--- config.mk ---
export PLATFORM = sky130hd
export DESIGN_NAME = nvm_region_guard
export DESIGN_NICKNAME = d
export VERILOG_FILES = /design/src/rtl/nvg_pkg.sv /design/src/rtl/nvg_region_map.sv /design/src/rtl/nvg_lock_bank.sv /design/src/rtl/nvg_sequencer.sv /design/src/rtl/nvm_region_guard.sv
export SDC_FILE = /design/constraint.sdc
export NUM_CORES = 1
export LEC_CHECK = 0
export ABC_AREA = 1
export CORE_ASPECT_RATIO = 0.7
export CORE_UTILIZATION = 44
export DETAILED_ROUTE_END_ITERATION = 8
export DONT_BUFFER_PORTS = 1
export GPL_TIMING_DRIVEN = 0
export PLACE_DENSITY_LB_ADDON = 0.08
export SYNTH_ARGS = -nofsm -noshare
export SYNTH_HDL_FRONTEND = slang
export SYNTH_SLANG_ARGS = --single-unit
--- constraint.sdc ---
create_clock -name clk -period 1.65 [get_ports clk]
set_input_delay 0 -clock clk [delete_from_list [all_inputs] [get_ports clk]]
set_output_delay 0 -clock clk [all_outputs]
set_load 0.01 [all_outputs]
--- src/rtl/nvg_pkg.sv ---
package nvg_pkg;
   localparam logic [3:0] OP_PROG   = 4'd1;
   localparam logic [3:0] OP_ERASE  = 4'd2;
   localparam logic [3:0] OP_LOCK   = 4'd3;
   localparam logic [3:0] OP_UNLOCK = 4'd4;
   localparam logic [3:0] OP_CHIP   = 4'd5;
   localparam logic [3:0] OP_GPSET  = 4'd6;
   localparam logic [3:0] OP_GPCLR  = 4'd7;
   localparam logic [3:0] OP_SECURE = 4'd8;

   typedef enum logic [1:0] {
      FL_PROG  = 2'd0,
      FL_ERASE = 2'd1,
      FL_ALL   = 2'd2
   } fl_op_e;

   typedef enum logic [1:0] {
      ST_IDLE = 2'd0,
      ST_PAGE = 2'd1,
      ST_VOL  = 2'd2,
      ST_ALL  = 2'd3
   } seq_state_e;

   localparam int REG_ADDR_CFG  = 0;
   localparam int REG_ADDR_CMD  = 1;
   localparam int REG_ADDR_STAT = 2;
   localparam int REG_ADDR_GP   = 3;
endpackage

--- src/rtl/nvg_region_map.sv ---
module nvg_region_map #(
   parameter int NUM_PAGES   = 512,
   parameter int NUM_REGIONS = 16,
   parameter bit BOOT_GUARD  = 1'b1,
   localparam int PAGE_W     = $clog2(NUM_PAGES),
   localparam int REG_W      = $clog2(NUM_REGIONS),
   localparam int REG_SIZE   = NUM_PAGES / NUM_REGIONS
) (
   input  logic [PAGE_W-1:0]      page,
   input  logic [NUM_REGIONS-1:0] locks,
   input  logic [2:0]             boot_code,
   output logic [REG_W-1:0]       region,
   output logic                   prot_hit
);
   logic boot_hit;

   assign region = page[PAGE_W-1 -: REG_W];

   generate
      if (BOOT_GUARD) begin : g_boot
         assign boot_hit = (boot_code != 3'd0) && (32'(page) < (32'd1 << boot_code));
      end else begin : g_noboot
         logic unused_boot;
         assign unused_boot = ^boot_code;
         assign boot_hit    = 1'b0;
      end
   endgenerate

   assign prot_hit = locks[region] | boot_hit;

   // the region index must bracket the page number arithmetically
   always_comb begin
      assert_region_map_R2: assert ((int'(page) / REG_SIZE) == int'(region))
         else $error("region index does not match page number");
   end
endmodule

--- src/rtl/nvg_lock_bank.sv ---
module nvg_lock_bank #(
   parameter int NUM_REGIONS = 16,
   parameter int GP_BITS     = 32,
   localparam int REG_W      = $clog2(NUM_REGIONS),
   localparam int GP_W       = $clog2(GP_BITS)
) (
   input  logic                   clk,
   input  logic                   rst_n,
   input  logic [REG_W-1:0]       region,
   input  logic [GP_W-1:0]        gp_idx,
   input  logic                   lk_set,
   input  logic                   lk_clr,
   input  logic                   gp_set,
   input  logic                   gp_clr,
   input  logic                   sec_set,
   input  logic                   sec_clr,
   output logic [NUM_REGIONS-1:0] locks,
   output logic [GP_BITS-1:0]     gp_bits,
   output logic                   secure
);
   genvar i;
   generate
      for (i = 0; i < NUM_REGIONS; i++) begin : g_lock
         always_ff @(posedge clk or negedge rst_n) begin
            if (!rst_n)                                  locks[i] <= 1'b0;
            else if (lk_set && region == REG_W'(i))      locks[i] <= 1'b1;
            else if (lk_clr && region == REG_W'(i))      locks[i] <= 1'b0;
         end
      end
      for (i = 0; i < GP_BITS; i++) begin : g_gp
         always_ff @(posedge clk or negedge rst_n) begin
            if (!rst_n)                                  gp_bits[i] <= 1'b0;
            else if (gp_set && gp_idx == GP_W'(i))       gp_bits[i] <= 1'b1;
            else if (gp_clr && gp_idx == GP_W'(i))       gp_bits[i] <= 1'b0;
         end
      end
   endgenerate

   always_ff @(posedge clk or negedge rst_n) begin
      if (!rst_n)       secure <= 1'b0;
      else if (sec_clr) secure <= 1'b0;
      else if (sec_set) secure <= 1'b1;
   end

   // lock bits move only when a lock or unlock strobe was present
   assert_lock_hold_R2: assert property (@(posedge clk) disable iff (!rst_n)
      !lk_set && !lk_clr |=> $stable(locks));
endmodule

--- src/rtl/nvg_sequencer.sv ---
module nvg_sequencer
   import nvg_pkg::*;
#(
   parameter int PAGE_W = 9
) (
   input  logic              clk,
   input  logic              rst_n,
   input  logic              cmd_wr,
   input  logic [3:0]        cmd_op,
   input  logic [PAGE_W-1:0] cmd_page,
   input  logic              prot_hit,
   input  logic              stat_rd,
   input  logic              irq_en,
   input  logic              fl_done,
   input  logic              vm_done,
   output logic              ready,
   output logic              lock_err,
   output logic              prog_err,
   output logic              fl_start,
   output logic [1:0]        fl_op,
   output logic [PAGE_W-1:0] fl_page,
   output logic              vm_start,
   output logic              irq,
   output logic              lk_set,
   output logic              lk_clr,
   output logic              gp_set,
   output logic              gp_clr,
   output logic              sec_set,
   output logic              sec_clr
);
   seq_state_e state_q, state_d;
   logic       idle, accept, start_pg, start_all, start_chip;
   logic       set_lk_err, set_pg_err, done_evt;
   fl_op_e     fl_op_q;

   assign idle   = (state_q == ST_IDLE);
   assign accept = cmd_wr && idle;
   assign ready  = idle;

   always_comb begin
      state_d    = state_q;
      start_pg   = 1'b0;
      start_chip = 1'b0;
      set_lk_err = 1'b0;
      set_pg_err = cmd_wr && !idle;
      lk_set     = 1'b0;
      lk_clr     = 1'b0;
      gp_set     = 1'b0;
      gp_clr     = 1'b0;
      sec_set    = 1'b0;
      sec_clr    = 1'b0;
      done_evt   = 1'b0;
      start_all  = 1'b0;
      case (state_q)
         ST_IDLE: if (accept) begin
            case (cmd_op)
               OP_PROG, OP_ERASE: begin
                  if (prot_hit) set_lk_err = 1'b1;
                  else begin
                     start_pg = 1'b1;
                     state_d  = ST_PAGE;
                  end
               end
               OP_LOCK:   lk_set  = 1'b1;
               OP_UNLOCK: lk_clr  = 1'b1;
               OP_GPSET:  gp_set  = 1'b1;
               OP_GPCLR:  gp_clr  = 1'b1;
               OP_SECURE: sec_set = 1'b1;
               OP_CHIP: begin
                  start_chip = 1'b1;
                  state_d    = ST_VOL;
               end
               default:   set_pg_err = 1'b1;
            endcase
         end
         ST_PAGE: if (fl_done) begin
            done_evt = 1'b1;
            state_d  = ST_IDLE;
         end
         ST_VOL: if (vm_done) begin
            start_all = 1'b1;
            state_d   = ST_ALL;
         end
         ST_ALL: if (fl_done) begin
            done_evt = 1'b1;
            sec_clr  = 1'b1;
            state_d  = ST_IDLE;
         end
         default: state_d = ST_IDLE;
      endcase
   end

   always_ff @(posedge clk or negedge rst_n) begin
      if (!rst_n) begin
         state_q  <= ST_IDLE;
         fl_start <= 1'b0;
         fl_op_q  <= FL_PROG;
         fl_page  <= '0;
         vm_start <= 1'b0;
         irq      <= 1'b0;
         lock_err <= 1'b0;
         prog_err <= 1'b0;
      end else begin
         state_q  <= state_d;
         fl_start <= start_pg || start_all;
         vm_start <= start_chip;
         irq      <= irq_en && done_evt;
         if (start_pg) begin
            fl_op_q <= (cmd_op == OP_PROG) ? FL_PROG : FL_ERASE;
            fl_page <= cmd_page;
         end else if (start_all) begin
            fl_op_q <= FL_ALL;
         end
         if (set_lk_err)   lock_err <= 1'b1;
         else if (stat_rd) lock_err <= 1'b0;
         if (set_pg_err)   prog_err <= 1'b1;
         else if (stat_rd) prog_err <= 1'b0;
      end
   end

   assign fl_op = fl_op_q;

   assert_start_pulse_R3: assert property (@(posedge clk) disable iff (!rst_n)
      fl_start |=> !fl_start);
   assert_start_busy_R3: assert property (@(posedge clk) disable iff (!rst_n)
      fl_start |-> !ready);
   assert_ready_return_R3: assert property (@(posedge clk) disable iff (!rst_n)
      $rose(ready) |-> $past(fl_done));
   assert_protect_R4: assert property (@(posedge clk) disable iff (!rst_n)
      cmd_wr && ready && prot_hit && (cmd_op == OP_PROG || cmd_op == OP_ERASE)
      |=> !fl_start && lock_err);
   assert_busy_cmd_R6: assert property (@(posedge clk) disable iff (!rst_n)
      cmd_wr && !ready |=> prog_err);
   assert_chip_order_R9: assert property (@(posedge clk) disable iff (!rst_n)
      fl_start && fl_op == 2'(FL_ALL) |-> $past(vm_done));
   assert_irq_pulse_R12: assert property (@(posedge clk) disable iff (!rst_n)
      irq |-> ready && !$past(ready));
endmodule

--- src/rtl/nvm_region_guard.sv ---
module nvm_region_guard
   import nvg_pkg::*;
#(
   parameter int NUM_PAGES   = 512,
   parameter int NUM_REGIONS = 16,
   parameter int GP_BITS     = 32,
   parameter bit BOOT_GUARD  = 1'b1,
   localparam int PAGE_W     = $clog2(NUM_PAGES),
   localparam int REG_W      = $clog2(NUM_REGIONS),
   localparam int GP_W       = $clog2(GP_BITS)
) (
   input  logic              clk,
   input  logic              rst_n,
   input  logic              pb_sel,
   input  logic              pb_write,
   input  logic [1:0]        pb_addr,
   input  logic [31:0]       pb_wdata,
   output logic [31:0]       pb_rdata,
   output logic              fl_start,
   output logic [1:0]        fl_op,
   output logic [PAGE_W-1:0] fl_page,
   input  logic              fl_done,
   output logic              vm_start,
   input  logic              vm_done,
   output logic              irq
);
   initial begin
      assert_cfg_pow2_R2: assert ((1 << PAGE_W) == NUM_PAGES && (1 << REG_W) == NUM_REGIONS)
         else $error("page and region counts must be powers of two");
      assert_cfg_regions_R2: assert (NUM_REGIONS <= 16 && NUM_REGIONS <= NUM_PAGES)
         else $error("region count out of range");
      assert_cfg_gp_R11: assert (GP_BITS <= 32 && GP_BITS >= 2 && GP_W <= PAGE_W)
         else $error("general-purpose bit count out of range");
   end

   logic                   cfg_irq_en;
   logic [2:0]             cfg_boot;
   logic                   cmd_wr, cfg_wr, stat_rd;
   logic [3:0]             cmd_op;
   logic [PAGE_W-1:0]      cmd_page;
   logic [REG_W-1:0]       region;
   logic                   prot_hit;
   logic [NUM_REGIONS-1:0] locks;
   logic [GP_BITS-1:0]     gp_bits;
   logic                   secure, ready, lock_err, prog_err;
   logic                   lk_set, lk_clr, gp_set, gp_clr, sec_set, sec_clr;
   logic                   unused_wdata;

   assign cfg_wr   = pb_sel && pb_write && pb_addr == 2'(REG_ADDR_CFG);
   assign cmd_wr   = pb_sel && pb_write && pb_addr == 2'(REG_ADDR_CMD);
   assign stat_rd  = pb_sel && !pb_write && pb_addr == 2'(REG_ADDR_STAT);
   assign cmd_op   = pb_wdata[3:0];
   assign cmd_page = pb_wdata[8 +: PAGE_W];
   assign unused_wdata = ^pb_wdata;

   always_ff @(posedge clk or negedge rst_n) begin
      if (!rst_n) begin
         cfg_irq_en <= 1'b0;
         cfg_boot   <= 3'd0;
      end else if (cfg_wr) begin
         cfg_irq_en <= pb_wdata[0];
         cfg_boot   <= pb_wdata[6:4];
      end
   end

   nvg_region_map #(
      .NUM_PAGES(NUM_PAGES), .NUM_REGIONS(NUM_REGIONS), .BOOT_GUARD(BOOT_GUARD)
   ) u_map (
      .page(cmd_page), .locks(locks), .boot_code(cfg_boot),
      .region(region), .prot_hit(prot_hit)
   );

   nvg_lock_bank #(
      .NUM_REGIONS(NUM_REGIONS), .GP_BITS(GP_BITS)
   ) u_bank (
      .clk(clk), .rst_n(rst_n), .region(region), .gp_idx(cmd_page[GP_W-1:0]),
      .lk_set(lk_set), .lk_clr(lk_clr), .gp_set(gp_set), .gp_clr(gp_clr),
      .sec_set(sec_set), .sec_clr(sec_clr),
      .locks(locks), .gp_bits(gp_bits), .secure(secure)
   );

   nvg_sequencer #(.PAGE_W(PAGE_W)) u_seq (
      .clk(clk), .rst_n(rst_n), .cmd_wr(cmd_wr), .cmd_op(cmd_op), .cmd_page(cmd_page),
      .prot_hit(prot_hit), .stat_rd(stat_rd), .irq_en(cfg_irq_en),
      .fl_done(fl_done), .vm_done(vm_done),
      .ready(ready), .lock_err(lock_err), .prog_err(prog_err),
      .fl_start(fl_start), .fl_op(fl_op), .fl_page(fl_page), .vm_start(vm_start), .irq(irq),
      .lk_set(lk_set), .lk_clr(lk_clr), .gp_set(gp_set), .gp_clr(gp_clr),
      .sec_set(sec_set), .sec_clr(sec_clr)
   );

   always_comb begin
      pb_rdata = 32'd0;
      case (pb_addr)
         2'(REG_ADDR_CFG):  pb_rdata = {25'd0, cfg_boot, 3'd0, cfg_irq_en};
         2'(REG_ADDR_STAT): pb_rdata = {16'(locks), 12'd0, secure, prog_err, lock_err, ready};
         2'(REG_ADDR_GP):   pb_rdata = 32'(gp_bits);
         default:           pb_rdata = 32'd0;
      endcase
   end

   assert_sec_clear_R9: assert property (@(posedge clk) disable iff (!rst_n)
      $fell(secure) |-> $past(fl_done) && !$past(ready));
   assert_sec_set_R10: assert property (@(posedge clk) disable iff (!rst_n)
      $rose(secure) |-> $past(cmd_wr) && $past(cmd_op) == OP_SECURE);
endmodule

After elaboration in Yosys (flattened, before gate mapping). Index checks and enable logic that the tools add are counted.

Shift operators: 1. Bitwise logic cells: 1. $mul: 0. Equality and inequality tests: 65. Mux-type cells: 147. Div/mod/pow operators: 0. $add $sub $neg: 0. Reductions and logical operators: 169. Magnitude comparators: 2.

Operators with widths (number): $mux 1 (137); $logic_and 1x1->1 (105); $reduce_bool 2->1 (52); $pmux 32 s3 (1); $eq 5x5->1 const B (16); $eq 5x4->1 const B (8); $eq 4x4->1 const B (9); $eq 4x3->1 const B (8); $lt 9x32->1 (1); $shl 1x3->32 const A (1); $eq 5x3->1 const B (4); $eq 4x2->1 const B (4); $mux 2 (6); $eq 5x2->1 const B (2); $eq 2x2->1 const B (4); $eq 4x1->1 const B (2); $reduce_or 8->1 (1); $pmux 2 s3 (1); $eq 5x1->1 const B (1); $logic_not 5->1 (1); $lt 4x5->1 const B (1); $reduce_and 5->1 (1); $bmux 1 s4 (1); $eq 2x1->1 const B (2); other kinds (12) (16).

Input port bits: 40. Memories: 0. Output and inout bits: 46. RAM bits: 0. Latch bits: 0. Logic and storage cells: 444. Register bits: 71. Memory bits (read-only): 0.

Logic depth before layout (Yosys ltp).
Depth after elaboration: 9. Gate-level depth with buffers: 18. Gate-level depth less buffers: 18.

Cells and area by module. A second synthesis with hierarchy kept.

Cells, all modules: 615. Area total of the unflattened synthesis: 4321.6 um^2.

Modules (own cells, without submodules): nvg_lock_bank (cells each 304, instances 1, area an instance 2396.0 um^2, sequential area each 1226.2 um^2); nvg_sequencer (cells each 111, instances 1, area an instance 864.6 um^2, sequential area each 450.4 um^2); nvm_region_guard (cells each 121, instances 1, area an instance 644.4 um^2, sequential area each 100.1 um^2); nvg_region_map (cells each 79, instances 1, area an instance 416.6 um^2, sequential area each 0.0 um^2).

Worst setup path before layout. OpenSTA, ideal clock, no wires.

Path type: flip-flop to flip-flop. Start: register cfg_boot[2]. End: register u_seq.fl_page[4]. Library setup time: 137 ps. Stages on the path, launching flop included: 18. Period minus slack after synthesis: 1797 ps. Path buffers: 1. Arrival: 1660 ps. Setup slack: -147 ps. Required time: 1513 ps. Cells stage by stage: dfrtp_1 > inv_1 > nand3_1 > ha_1 > nand2_1 > inv_1 > nand2_1 > nand2_1 > nand2_1 > nand2_1 > nand2_1 > nand2_1 > o21ai_2 > inv_1 > nand2_2 > buf_4 > nand2_1 > o21ai_0.

Longest elaborated chain between the ends: 8. Elaborated cells on any way between the ends: 9. Classes of those cells: order compare: 1; shift: 1; mux: 4; bitwise: 1; reduce/logical: 2.

Ends and longest elaborated chain: start, declared (line nvm_region_guard.sv:37) `logic [2:0] cfg_boot;`; start signal, assigned (line nvm_region_guard.sv:62) `cfg_boot <= pb_wdata[6:4];`; $shl 1x3->32 (line nvg_region_map.sv:21) `assign boot_hit = (boot_code != 3'd0) && (32'(page) < (32'd1 << boot_code));`; $lt 9x32->1 (line nvg_region_map.sv:21); $logic_and 1x1->1 * (line nvg_region_map.sv:21); $or 1x1->1 * (line nvg_region_map.sv:29) `assign prot_hit = locks[region] | boot_hit;`; $mux 1 * (line nvg_sequencer.sv:58) `if (prot_hit) set_lk_err = 1'b1;`; $mux 1 * (line nvg_sequencer.sv:56) `case (cmd_op)`; $mux 1 * (line nvg_sequencer.sv:55) `ST_IDLE: if (accept) begin`; $mux 1 * (line nvg_sequencer.sv:54) `case (state_q)`; end signal, assigned (line nvg_sequencer.sv:110) `fl_page <= cmd_page;`; end, declared (line nvg_sequencer.sv:21) `output logic [PAGE_W-1:0] fl_page,`.

Mark *: on every way between the ends. The rest lies on a longest branch, timed or not. A chain may end at the register's enable or synchronous reset.

Final worst setup path.
Start: register cfg_boot[1]. End: register u_seq.fl_page[1].

The elaborated chain is that of the path after synthesis.

==> summary.md <==
| Metric | Value |
|---|---|
| Violation count after the first detailed-routing iteration | `323` |
| Layout Cells excl Fill | `727` |
| Sw Share | `0.285` |
| Power share of the combinational group | `0.212` |
| Antenna Nets Post-Route | `0` |
| Outcome | `complete, but fails checks` |
| Half-perimeter wire length after placement | `8470 um` |
| Number of design rule violations left after detail routing | `0` |
| Most common library cell in the layout ignoring fill and taps | `sky130_fd_sc_hd__nand2_1` |
| Ports | `86` |
| Fraction of synthesized cell area taken by the top area cell type | `0.447` |
| Failing checks | `hold timing, setup timing` |
| Crit path capture type | `register` |
| Number of global-route vias before repair | `3634` |
| Total number of H-tree levels | `3` |
| Amount of wire on met3 after detailed routing | `1350 um` |
| Final setup violation count | `62` |
| Total global-route track usage | `0.282` |
| Via-per-instance ratio | `5.54` |
| Post-route fraction of the period consumed by the critical path | `1.28` |
| Number of buffers created by CTS | `9` |
| Total power of the final layout | `4.99 mW` |
| Post-Synthesis Net Count | `580` |
| Leakage power summed over all cells | `2.37 nW` |
| Power Density | `929 nW/um^2` |
| Number of hold violations in the final report | `72` |
| Worst clock skew on the final layout | `0.00469 ns` |
| P_int | `3.57 mW` |
| Least setup slack across all paths after layout | `-0.454 ns` |
| Number of violations of the max-capacitance limit | `0` |
| Tightest slew margin relative to the limit | `0.485` |
| Most frequent cells in the layout | `sky130_fd_sc_hd__nand2_1, sky130_fd_sc_hd__dfrtp_1, sky130_fd_sc_hd__inv_1, sky130_fd_sc_hd__o21ai_1, sky130_fd_sc_hd__nor2_1` |
| Syn-to-layout area delta | `35.3%` |
| Critical path startpoint category | `register` |
| Synthesis Warnings | `0` |
| Unrepaired setup endpoints after global routing | `yes` |
| Largest net degree at the start of global routing | `72` |
| CTS sink count | `71` |
| Worst path arrival time | `2.36 ns` |
| Area enclosed by the die boundary | `9420 um^2` |
| Post-placement cell area | `4150 um^2` |
| Flip-flop and latch count after synthesis | `71` |
| Top routing layer used | `met4` |
| Sum of overflow across all layers after global routing | `0` |
| Width of the die | `116 um` |
| DP Cell Count | `653` |
| Clock group share of total power | `0.407` |
| Initial antenna violation count | `1` |
| Number of vias after detailed routing | `4028` |
| Standard-cell row count | `28` |
| GPL Wtd Cong | `0.940` |
| Number of nets at the end of the flow | `648` |
| Clock root buffer | `sky130_fd_sc_hd__clkbuf_16` |
| Placeable core region | `8620 um^2` |
| Fmax | `0.475 GHz` |
| Sequential-to-total area share from yosys stat | `0.447` |
| Clock network latency to the later pin of the worst-skew pair | `0.34 ns` |
| Highest fanout seen on the critical path | `5` |
| Mean post-synth cell area | `7.46 um^2` |
| Leading cell types by total area after synthesis | `sky130_fd_sc_hd__dfrtp_1, sky130_fd_sc_hd__nand2_1, sky130_fd_sc_hd__o21ai_0` |
| Sequential cell fraction of total power | `0.380` |
| Fraction of layout cells with a size suffix above 1 | `0.246` |
| Minimum clock period | `2.10 ns` |
| TritonCTS clock tree | `yes` |
| Hold/Removal Path Class | `input pin to async pin` |
| Number of distinct library cell variants in the gate-level netlist after synthesis | `28` |
| Die Y-Extent | `81.5 um` |
| Post-Place Worst Slack | `-0.470 ns` |
| First-pass GRT wire length | `19400 um` |
| First-pass detailed-route iteration total | `5` |
| Design Area, Final | `5380 um^2` |
| Routed wire length on met2 | `5640 um` |
| Synth Cell Area | `3980 um^2` |
| Starting utilization of the core area | `0.461` |
| Transition time of the tightest slew-check pin | `0.770 ns` |
| Post-synthesis instance total | `533` |
| Power dissipated by switching net loads | `1.42 mW` |
| Cell type contributing the most total cell area after synthesis | `sky130_fd_sc_hd__dfrtp_1` |
| Peak supply drop | `0.669 mV` |
| Final Slew Violations | `0` |
| Final total negative setup slack | `-10.94 ns` |
| Post-route worst hold slack | `-0.641 ns` |
| Setup Crit Path Kind | `register to register` |
| Clock-pin transition on the worst setup and hold timing paths | `0.06 ns` |
| Required @ worst endpoint | `1.90 ns` |
| Port Buffers | `0` |
| Final wirelength | `13200 um` |
| Detailed-route wire length per cell | `18.1 um` |
| Maximum number of buffers from clock root to sink | `2` |
| Routed length on met1 | `6000 um` |
## through the flow
stage	hold WS [ns]	util
6_report	-0.641	0.624
5_1_grt	-0.653	0.624
4_1_cts	-0.650	0.564
3_5_place_dp	-0.294	0.482
3_3_place_gp	-0.294	0.482
2_1_floorplan	-0.296	-
## area by class of cell
type | count | area [um^2]
sequential | 71 | 1780
buffer | 20 | 174
clock inverter | 3 | 40.0
timing repair buffer | 57 | 573
inverter | 73 | 282
fill | 782 | 3240
multi-input combinational | 369 | 2110
tap | 120 | 150
antenna | 1 | 2.50
clock buffer | 13 | 270
## power by group through the flow
| stage | combinational [mW] | clock, mW | sequential [mW] |
|---|---|---|---|
| 6_report | 1.06 | 2.03 | 1.90 |
| 5_1_grt | 1.15 | 2.13 | 1.91 |
| 4_1_cts | 0.830 | 2.06 | 1.90 |
| 3_5_place_dp | 0.646 | 0 | 1.93 |
| 3_3_place_gp | 0.633 | 0 | 1.93 |
| 2_1_floorplan | 0.494 | 0 | 1.92 |
## critical path, cell delays in order (launching register included)
cell and delay, ns:
sky130_fd_sc_hd__dfrtp_1 0.42, sky130_fd_sc_hd__buf_4 0.14, sky130_fd_sc_hd__buf_4 0.10, sky130_fd_sc_hd__nand3_1 0.08
sky130_fd_sc_hd__ha_1 0.29, sky130_fd_sc_hd__nand2_1 0.06, sky130_fd_sc_hd__nand2_1 0.05, sky130_fd_sc_hd__a31oi_1 0.17
sky130_fd_sc_hd__nand2_2 0.12, sky130_fd_sc_hd__o21ai_4 0.10, sky130_fd_sc_hd__inv_2 0.09, sky130_fd_sc_hd__nand2_8 0.11
sky130_fd_sc_hd__buf_8 0.15, sky130_fd_sc_hd__nand2_1 0.05, sky130_fd_sc_hd__o21ai_1 0.08
## logic make-up (layout without fill, tap and decap cells)
logic type,count (synthesis),after routing,share of synthesized area
simple gates,232,232,0.260
compound gates,129,129,0.165
buf+inv,93,166,0.104
flops,71,71,0.447
fa+ha+maj,7,7,0.0220
xor+xnor,1,1,0.00220
other cells,0,1,0
## per-layer routing
layer	vias to the layer above	global-route usage
met5	-	0
met4	0	0.0766
met3	15	0.114
met2	180	0.400
met1	1927	0.393
li1	1906	-
## final timing paths
path                                                from                       endpoint  slack [ns]  depth (start not counted)
setup / recovery                 cfg_boot[1]$_DFFE_PN0P_   u_seq.fl_page[1]$_DFFE_PN0P_       -0.45                         14
hold / removal                                     rst_n   u_seq.state_q[0]$_DFFE_PN0P_       -0.64                          0
setup reg to reg                 cfg_boot[1]$_DFFE_PN0P_   u_seq.fl_page[1]$_DFFE_PN0P_       -0.45                         14
hold reg to reg            u_bank.gp_bits[6]$_DFFE_PN0P_  u_bank.gp_bits[6]$_DFFE_PN0P_        0.50                          2
max in group asynchronous                          rst_n        cfg_boot[0]$_DFFE_PN0P_        2.17                          0
min in group clk                             pb_wdata[2]      u_bank.secure$_DFFE_PN0P_       -0.02                          3
## repair_timing
| action | CTS | global route |
|---|---|---|
| resized for setup | 38 | 94 |
| hold endpoints to repair | 105 | 72 |
| hold buffers | 19 | 2 |
| pin swaps | 4 | 5 |
| setup buffers | 16 | 16 |
| gates cloned | 2 | 3 |
| endpoints found under the setup margin | 57 | 64 |
## cells in the mapped netlist (all sizes together)
master,number
nand2,110
nor4,1
o22ai,1
nand3,55
o221ai,1
nor2,42
xor2,1
clkinv,1
o21ai,118
a31oi,2
ha,7
a21oi,7
nor3,19
nand4,5
clkbuf,8
dfrtp,71
buf,12
inv,72
## registers in the layout, indices dropped and copies added, names as in the netlist
signal / flops
u_seq.vm_start: 1
u_bank.secure: 1
u_seq.irq: 1
u_bank.locks: 16
u_seq.fl_start: 1
u_seq.lock_err: 1
u_seq.prog_err: 1
u_seq.fl_page: 9
cfg_irq_en: 1
cfg_boot: 3
u_seq.fl_op: 2
u_bank.gp_bits: 32
u_seq.state_q: 2
(Power assumes the default switching activity.)
